<file path="src/rtl/cgpio_pkg.sv">
// Shared definitions for the cartridge overlay GPIO port.
// Assumes a 16-bit halfword data bus and byte addressing.
package cgpio_pkg;

    localparam int BUS_W = 16;

    // Default byte offsets of the overlay registers (behaviour depends on them)
    localparam logic [31:0] OFF_PINS = 32'h0000_00C4;
    localparam logic [31:0] OFF_DIR  = 32'h0000_00C6;
    localparam logic [31:0] OFF_CTL  = 32'h0000_00C8;

    // Register selected by the current address
    typedef enum logic [1:0] {
        SEL_NONE = 2'd0,
        SEL_PINS = 2'd1,
        SEL_DIR  = 2'd2,
        SEL_CTL  = 2'd3
    } reg_sel_e;

endpackage

</file>
<file path="src/rtl/cgpio_decode.sv">
// Address decoder: compares the halfword address against the three
// register offsets. Assumes bit 0 of the byte address is don't-care.
module cgpio_decode
    import cgpio_pkg::*;
#(
    parameter int          ADDR_W   = 24,
    parameter logic [31:0] A_PINS   = OFF_PINS,
    parameter logic [31:0] A_DIR    = OFF_DIR,
    parameter logic [31:0] A_CTL    = OFF_CTL
) (
    input  logic [ADDR_W-1:0] addr,
    output reg_sel_e          sel
);
    localparam int HW_W = ADDR_W - 1;
    localparam logic [HW_W-1:0] HW_PINS = A_PINS[HW_W:1];
    localparam logic [HW_W-1:0] HW_DIR  = A_DIR[HW_W:1];
    localparam logic [HW_W-1:0] HW_CTL  = A_CTL[HW_W:1];

    logic [HW_W-1:0] hw_addr;
    assign hw_addr = addr[ADDR_W-1:1];

    // Full-width halfword compare against each register offset
    always_comb begin
        if (hw_addr == HW_PINS)      sel = SEL_PINS;
        else if (hw_addr == HW_DIR)  sel = SEL_DIR;
        else if (hw_addr == HW_CTL)  sel = SEL_CTL;
        else                         sel = SEL_NONE;
    end
endmodule

</file>
<file path="src/rtl/cgpio_sync.sv">
// Multi-stage synchronizer for asynchronous inputs. Assumes STAGES >= 2;
// all stages clear on reset.
module cgpio_sync #(
    parameter int WIDTH  = 4,
    parameter int STAGES = 2
) (
    input  logic             clk,
    input  logic             rst_n,
    input  logic [WIDTH-1:0] din,
    output logic [WIDTH-1:0] dout
);
    logic [STAGES-1:0][WIDTH-1:0] stage_q;

    // First stage captures the raw asynchronous input
    always_ff @(posedge clk) begin
        if (!rst_n) stage_q[0] <= '0;
        else        stage_q[0] <= din;
    end

    for (genvar s = 1; s < STAGES; s++) begin : g_stage
        // Each further stage re-times the previous one
        always_ff @(posedge clk) begin
            if (!rst_n) stage_q[s] <= '0;
            else        stage_q[s] <= stage_q[s-1];
        end
    end

    assign dout = stage_q[STAGES-1];
endmodule

</file>
<file path="src/rtl/cgpio_regs.sv">
// Pin-value, direction and readback-enable registers. Writes are
// accepted for the selected register whenever the strobe is high,
// independent of the readback enable.
module cgpio_regs
    import cgpio_pkg::*;
#(
    parameter int PIN_N = 4
) (
    input  logic             clk,
    input  logic             rst_n,
    input  logic             wr,
    input  reg_sel_e         sel,
    input  logic [PIN_N-1:0] wpins,
    input  logic             wctl,
    output logic [PIN_N-1:0] pins_q,
    output logic [PIN_N-1:0] dir_q,
    output logic             ctl_q
);
    // Pin-value register
    always_ff @(posedge clk) begin
        if (!rst_n)                        pins_q <= '0;
        else if (wr && sel == SEL_PINS)    pins_q <= wpins;
    end

    // Direction register
    always_ff @(posedge clk) begin
        if (!rst_n)                        dir_q <= '0;
        else if (wr && sel == SEL_DIR)     dir_q <= wpins;
    end

    // Readback-enable bit
    always_ff @(posedge clk) begin
        if (!rst_n)                        ctl_q <= 1'b0;
        else if (wr && sel == SEL_CTL)     ctl_q <= wctl;
    end
endmodule

</file>
<file path="src/rtl/cart_gpio_overlay.sv">
// Top of the cartridge overlay GPIO port. Decodes the three register
// offsets, holds the port registers, drives the pad controls and muxes
// register data over ROM data when readback is enabled. Assumes the
// ROM word for bus_addr is presented combinationally on rom_rdata.
module cart_gpio_overlay
    import cgpio_pkg::*;
#(
    parameter int ADDR_W     = 24,
    parameter int PIN_N      = 4,
    parameter int SYNC_DEPTH = 2
) (
    input  logic              clk,
    input  logic              rst_n,
    input  logic [ADDR_W-1:0] bus_addr,
    input  logic              bus_wr,
    input  logic [BUS_W-1:0]  bus_wdata,
    input  logic [BUS_W-1:0]  rom_rdata,
    output logic [BUS_W-1:0]  bus_rdata,
    input  logic [PIN_N-1:0]  pad_in,
    output logic [PIN_N-1:0]  pad_out,
    output logic [PIN_N-1:0]  pad_oe,
    input  logic              periph_irq,
    output logic              irq_out
);
    localparam int PAD_HI = BUS_W - PIN_N;

    reg_sel_e         sel;
    logic [PIN_N-1:0] pins_q;
    logic [PIN_N-1:0] dir_q;
    logic             ctl_en;
    logic [PIN_N-1:0] pad_sync;
    logic [PIN_N-1:0] pins_view;
    logic [BUS_W-1:0] reg_rdata;

    cgpio_decode #(.ADDR_W(ADDR_W)) u_decode (
        .addr (bus_addr),
        .sel  (sel)
    );

    cgpio_regs #(.PIN_N(PIN_N)) u_regs (
        .clk    (clk),
        .rst_n  (rst_n),
        .wr     (bus_wr),
        .sel    (sel),
        .wpins  (bus_wdata[PIN_N-1:0]),
        .wctl   (bus_wdata[0]),
        .pins_q (pins_q),
        .dir_q  (dir_q),
        .ctl_q  (ctl_en)
    );

    cgpio_sync #(.WIDTH(PIN_N), .STAGES(SYNC_DEPTH)) u_pad_sync (
        .clk   (clk),
        .rst_n (rst_n),
        .din   (pad_in),
        .dout  (pad_sync)
    );

    cgpio_sync #(.WIDTH(1), .STAGES(SYNC_DEPTH)) u_irq_sync (
        .clk   (clk),
        .rst_n (rst_n),
        .din   (periph_irq),
        .dout  (irq_out)
    );

    assign pad_out = pins_q;
    assign pad_oe  = dir_q;

    for (genvar i = 0; i < PIN_N; i++) begin : g_view
        // Output pins read the driven value, input pins the synchronized pad
        assign pins_view[i] = dir_q[i] ? pins_q[i] : pad_sync[i];
    end

    // Register readback selected by the decoded address
    always_comb begin
        case (sel)
            SEL_PINS: reg_rdata = {{PAD_HI{1'b0}}, pins_view};
            SEL_DIR:  reg_rdata = {{PAD_HI{1'b0}}, dir_q};
            SEL_CTL:  reg_rdata = {{(BUS_W-1){1'b0}}, ctl_en};
            default:  reg_rdata = rom_rdata;
        endcase
    end

    // Overlay mux: register data only when readback is enabled
    assign bus_rdata = ctl_en ? reg_rdata : rom_rdata;
endmodule

</file>
<file path="config.mk">
export PLATFORM = sky130hd
export DESIGN_NAME = cart_gpio_overlay
export DESIGN_NICKNAME = d
export VERILOG_FILES = /design/src/rtl/cgpio_pkg.sv /design/src/rtl/cgpio_decode.sv /design/src/rtl/cgpio_sync.sv /design/src/rtl/cgpio_regs.sv /design/src/rtl/cart_gpio_overlay.sv
export SDC_FILE = /design/constraint.sdc
export NUM_CORES = 1
export LEC_CHECK = 0
export ABC_AREA = 1
export BUFFER_PORTS_ARGS = -buffer_cell sky130_fd_sc_hd__buf_2
export CORE_MARGIN = 2
export CORE_UTILIZATION = 36
export CTS_CLUSTER_SIZE = 30
export DETAILED_ROUTE_END_ITERATION = 8
export HOLD_SLACK_MARGIN = 0.02
export PLACE_DENSITY = 0.88
export SLEW_MARGIN = 5
export SYNTH_ARGS = -nofsm -noshare
export SYNTH_HDL_FRONTEND = slang
export SYNTH_SLANG_ARGS = --single-unit
</file>
<file path="constraint.sdc">
create_clock -name clk -period 1.27 [get_ports clk]
set_input_delay 0.254 -clock clk [delete_from_list [all_inputs] [get_ports clk]]
set_output_delay 0.254 -clock clk [all_outputs]
set_load 0.03 [all_outputs]
</file>
Word-level counts from Yosys, hierarchy flattened

Cells that the tools add are included.

Logic and storage cells: 25
Flip-flop bits (word level): 19

Mux-type cells: 9
Equality and inequality tests: 6
Reduce and logical (&&, ||, !) cells: 3

Operator list:

| operator                                              | number |
|---|---|
| equality test 23 x 7 -> 1 bit (second input constant) | 3 |
| case mux 16 bit (3 select lines)                      | 1 |
| 2-to-1 mux 16 bit                                     | 1 |
| 2-to-1 mux 2 bit                                      | 3 |
| equality test 2 bit (second input constant)           | 2 |
| 2-to-1 mux 1 bit                                      | 4 |
| logical AND 1 bit                                     | 3 |
| equality test 2 x 1 -> 1 bit (second input constant)  | 1 |

Longest topological paths before layout

Depth after elaboration: 7
Mapped depth: 10
Mapped depth without buffers: 10

By module

From an unflattened synthesis, not the netlist that was laid out.

Cell total of the unflattened synthesis: 203
Area total of the unflattened synthesis: 1204.9 sq um

Modules (own cells, without submodules):

| module                  | cells an instance | seq. area each (sq um) | instances | area an instance (sq um) |
|---|---|---|---|---|
| cgpio_regs              | 60                | 180.2                  | 1         | 407.9 |
| cart_gpio_overlay       | 69                | 0.0                    | 1         | 330.3 |
| cgpio_sync (u_pad_sync) | 29                | 160.2                  | 1         | 255.2 |
| cgpio_decode            | 39                | 0.0                    | 1         | 156.4 |
| cgpio_sync (u_irq_sync) | 6                 | 40.0                   | 1         | 55.1 |

Worst setup path before layout

No wires, ideal clock.

Path type: in2out
From: in bus_addr[16]
To: out bus_rdata[0]
Stages: 9
Data required time: 1.016 ns
Buffers on the path: 0
Slack: -0.430 ns
Arrival time: 1.446 ns
Cell sequence: nor2_1 -> nand2_1 -> nor2_1 -> nand2_2 -> nor2_2 -> nand2_2 -> inv_4 -> nor2_1 -> a21oi_1

Word-level cells in the longest chain between the ends: 7

Ends and longest elaborated chain:

| item                                                                | RTL line                | source |
|---|---|---|
| start: declaration                                                  | cart_gpio_overlay.sv:14 | `input logic [ADDR_W-1:0] bus_addr,` |
| equality test 23 x 7 -> 1 bit                                       | cgpio_decode.sv:26      | `else if (hw_addr == HW_CTL) sel = SEL_CTL;` |
| 2-to-1 mux 2 bit                                                    | cgpio_decode.sv:26      |  |
| 2-to-1 mux 2 bit                                                    | cgpio_decode.sv:25      | `else if (hw_addr == HW_DIR) sel = SEL_DIR;` |
| 2-to-1 mux 2 bit *                                                  | cgpio_decode.sv:24      | `if (hw_addr == HW_PINS) sel = SEL_PINS;` |
| equality test 2 bit or equality test 2 x 1 -> 1 bit (tied branches) | cart_gpio_overlay.sv:76 | `case (sel)` |
| case mux 16 bit (3 select lines) *                                  | cart_gpio_overlay.sv:76 |  |
| 2-to-1 mux 16 bit *                                                 | cart_gpio_overlay.sv:85 | `assign bus_rdata = ctl_en ? reg_rdata : rom_rdata;` |
| end: declaration                                                    | cart_gpio_overlay.sv:18 | `output logic [BUS_W-1:0] bus_rdata,` |

Mark *: on every way between the ends. The rest lies on a longest branch, timed or not.

Worst setup path after layout

From: in bus_addr[18]
To: out bus_rdata[0]

The elaborated chain is that of the path after synthesis.

==> results.md <==
* Crit Path Category: in2out
* Slew margin rel. at a little over four fifths
* Fin. Hold Viols at 0
* Drt wl/cell at 11.3 µm
* Status: finished, violations left
* WP data required at roughly 1000 ps
* Reg2reg setup slack at 510 ps
* Nets at 351
* DR vias/cell at 4.44
* Via count of the first global-routing pass at around 1300
* Clock-pin transition on the worst setup and hold timing paths at roughly 100 ps
* Launch point of the worst reg-to-reg path: u_regs.dir_q[0]
* Via count at 1464
* Fin Setup TNS at -5850 ps
* Starting DRT DRC Count at 27
* GRT Util Overall at a little under a fifth
* Post-DRT Antenna Nets at 0
* Ys Warns at 0
* Worst Setup End Kind: output port
* Drc violations at 0
* CTS Sinks at 19
* Synth Instances at slightly below 200
* Final Cell Area at 2100 µm²
* FILL cells at 256
* Final setup vio count at 16
* Synthesized area per cell at slightly below 6 µm²
* Synth Cell Area at 1160 µm²
* Worst slack, placed at -435 ps
* # IOs at between 80 and 90
* Clk root buf: clkbuf_4
* Hold WS at between 100 and 150 ps
* Max clock buf depth at 2
* Met2 wire len at around 2.0 mm
* Worst setup path end: bus_rdata[0]
* M1 wire length at around 1.4 mm
* Crit path max fanout at 4
* Core area at around 3100 µm²
* Full die area at 3690 µm²
* Top sig layer: met4
* Synth area leaders: dfxtp_1, nand2_1, inv_1
* Fin worst setup slack at -392 ps
* Pre-Repair DR Iteration Count at 4
* Top cell type's share of synthesized area at between 30 and 40%
* Critical Path AT at about 1400 ps
* Core Util, Final at slightly below 70%
* Non-filler cells, final at between 300 and 400
* Chip height at around 60 µm
* Worst R2R Path Depth at 3
* RSZ-0062 raised after global routing: true
* Starting Density at a little under two fifths
* Post-synth top area cell: dfxtp_1
* First-pass GRT wire length at between 5 and 6 mm
* Max IR drop VDD at about 0.00063 V
* PD cells at slightly above 600 nW/µm²
* Pin count of the biggest net entering global routing at 17
* Synthesized Nets at ~260
* Worst slew pin tran at 245 ps
* #FFs+latches synth at 19
* Rows at 20
* CTS buffer count at 3
* Slew Viols, Final at 0
* IO Port Bufs at between 70 and 80
* Hold crit path type: in2reg
* Sequential share of the synthesized area at roughly 33%
* Cell total after placement at roughly 320
* Antenna Cells at 0
* Drt total wl at around 3.7 mm
* Fin crit period at 1660 ps
* Layout cells sized above 1 at a little over half
* CP startpoint: bus_addr[18]
* Reg-to-reg endpoint: u_regs.dir_q[0]
* Grt ovf at 0
* Tcrit/Tclk final at 131%
* Startpoint Class: input pin
* Ys flop type: dfxtp_1
* Skew final at 0.430 ps
* Max_cap viols at 0
* CTS tree: yes
* EDFF count, synth at 0
* Area grow syn2layout at 81.3%
* Dpl hpwl at 2.44 mm
* Failing checks: negative setup slack
* Synth cell types at 20
* Clk_lat worst skew at between 200 and 300 ps
* Die X at between 60 and 70 µm
* Synth top cells by count: nand2_1, inv_1, nor2_1, dfxtp_1, nor2_2
* Hold path startpoint: periph_irq
* Initial antenna violation count at 0
* Ys async rst share at 0%
* H-Tree Depth at 1
* Leak pwr at around 1.2 nW
* Max Fclk at approximately 0.60 GHz
* Placer Congestion at 0.873
* WL met3 at about 290 µm
* Area after DPL at about 1800 µm²
* Most common cell in the netlist: nand2_1
* Total power at 1.27 mW
[layout make-up]
class	instances	area, µm²	share of cell area [%]
inverters	47	183	8.69
clock buffers	3	22.5	1.07
multi-input cells	127	786	37.4
repair buffers	89	671	31.9
clock inverters	1	5.00	0.238
well taps	44	55.1	2.62
flip-flops and latches	19	382	18.1
[cells in the final DEF, fill, tap and decap left out]
cell type / instances
nand2_4: 3
nand3_2: 6
nor2_4: 21
inv_1: 41
buf_6: 28
o21ai_2: 1
inv_2: 3
dfxtp_2: 1
nand2_2: 12
nand4_1: 2
a21oi_1: 5
buf_4: 10
nor2_2: 7
a21oi_4: 1
clkinv_2: 2
clkinv_1: 1
o21ai_1: 8
clkbuf_4: 3
nor2_1: 16
dfxtp_1: 18
buf_2: 49
inv_6: 1
buf_8: 1
buf_12: 1
nand3_1: 4
nand2_1: 41
[power by group]
group	switching (mW)	internal, mW	leakage (nW)	total (mW)
clock network	0.172	0.117	0.0177	0.289
registers	0.00400	0.610	0.156	0.614
logic	0.190	0.177	1.00	0.367
[registers in the layout, summed over array words and instances, names as in the netlist]
signal,cells
u_irq_sync.dout,1
u_irq_sync.stage_q,1
u_pad_sync.dout,4
u_pad_sync.stage_q,4
u_regs.ctl_q,1
u_regs.dir_q,4
u_regs.pins_q,4
[cell families after synthesis]
kind of cell    share of synthesized area, %
buf+inv                                 17.2
simple gates                            43.6
flops                                   32.8
compound gates                          6.47
[repair_timing]
item,4_1_cts,5_1_grt
pin swaps,14,35
gates resized for setup,39,44
setup endpoints to repair,16,20
hold buffers,0,0
setup buffers,3,2
[layer usage]
metal | global-route usage [%] | vias up
li1 | - | 752
met1 | 20.2 | 633
met2 | 34.9 | 71
met3 | 2.77 | 8
met4 | 8.07 | 0
met5 | 0 | -
[critical path, stage by stage]
cell and delay, ps:
buf_2 120, inv_1 50, nand2_1 40, nor2_1 130, nand2_1 120, nor2_4 150, nand3_1 100, nand2_1 110
nor2_2 60, a21oi_4 140, buf_6 140
[worst min-delay path by stage]
stage                                       end  depth (start not counted)
final                     u_irq_sync.stage_q[0]                          3
after global routing      u_pad_sync.stage_q[0]                          3
after CTS                 u_irq_sync.stage_q[0]                          3
after detailed placement     u_pad_sync.dout[3]                          2
after global placement       u_pad_sync.dout[3]                          2
after floorplan           u_irq_sync.stage_q[0]                          2
Note: power is estimated with default switching activity, not from simulation.
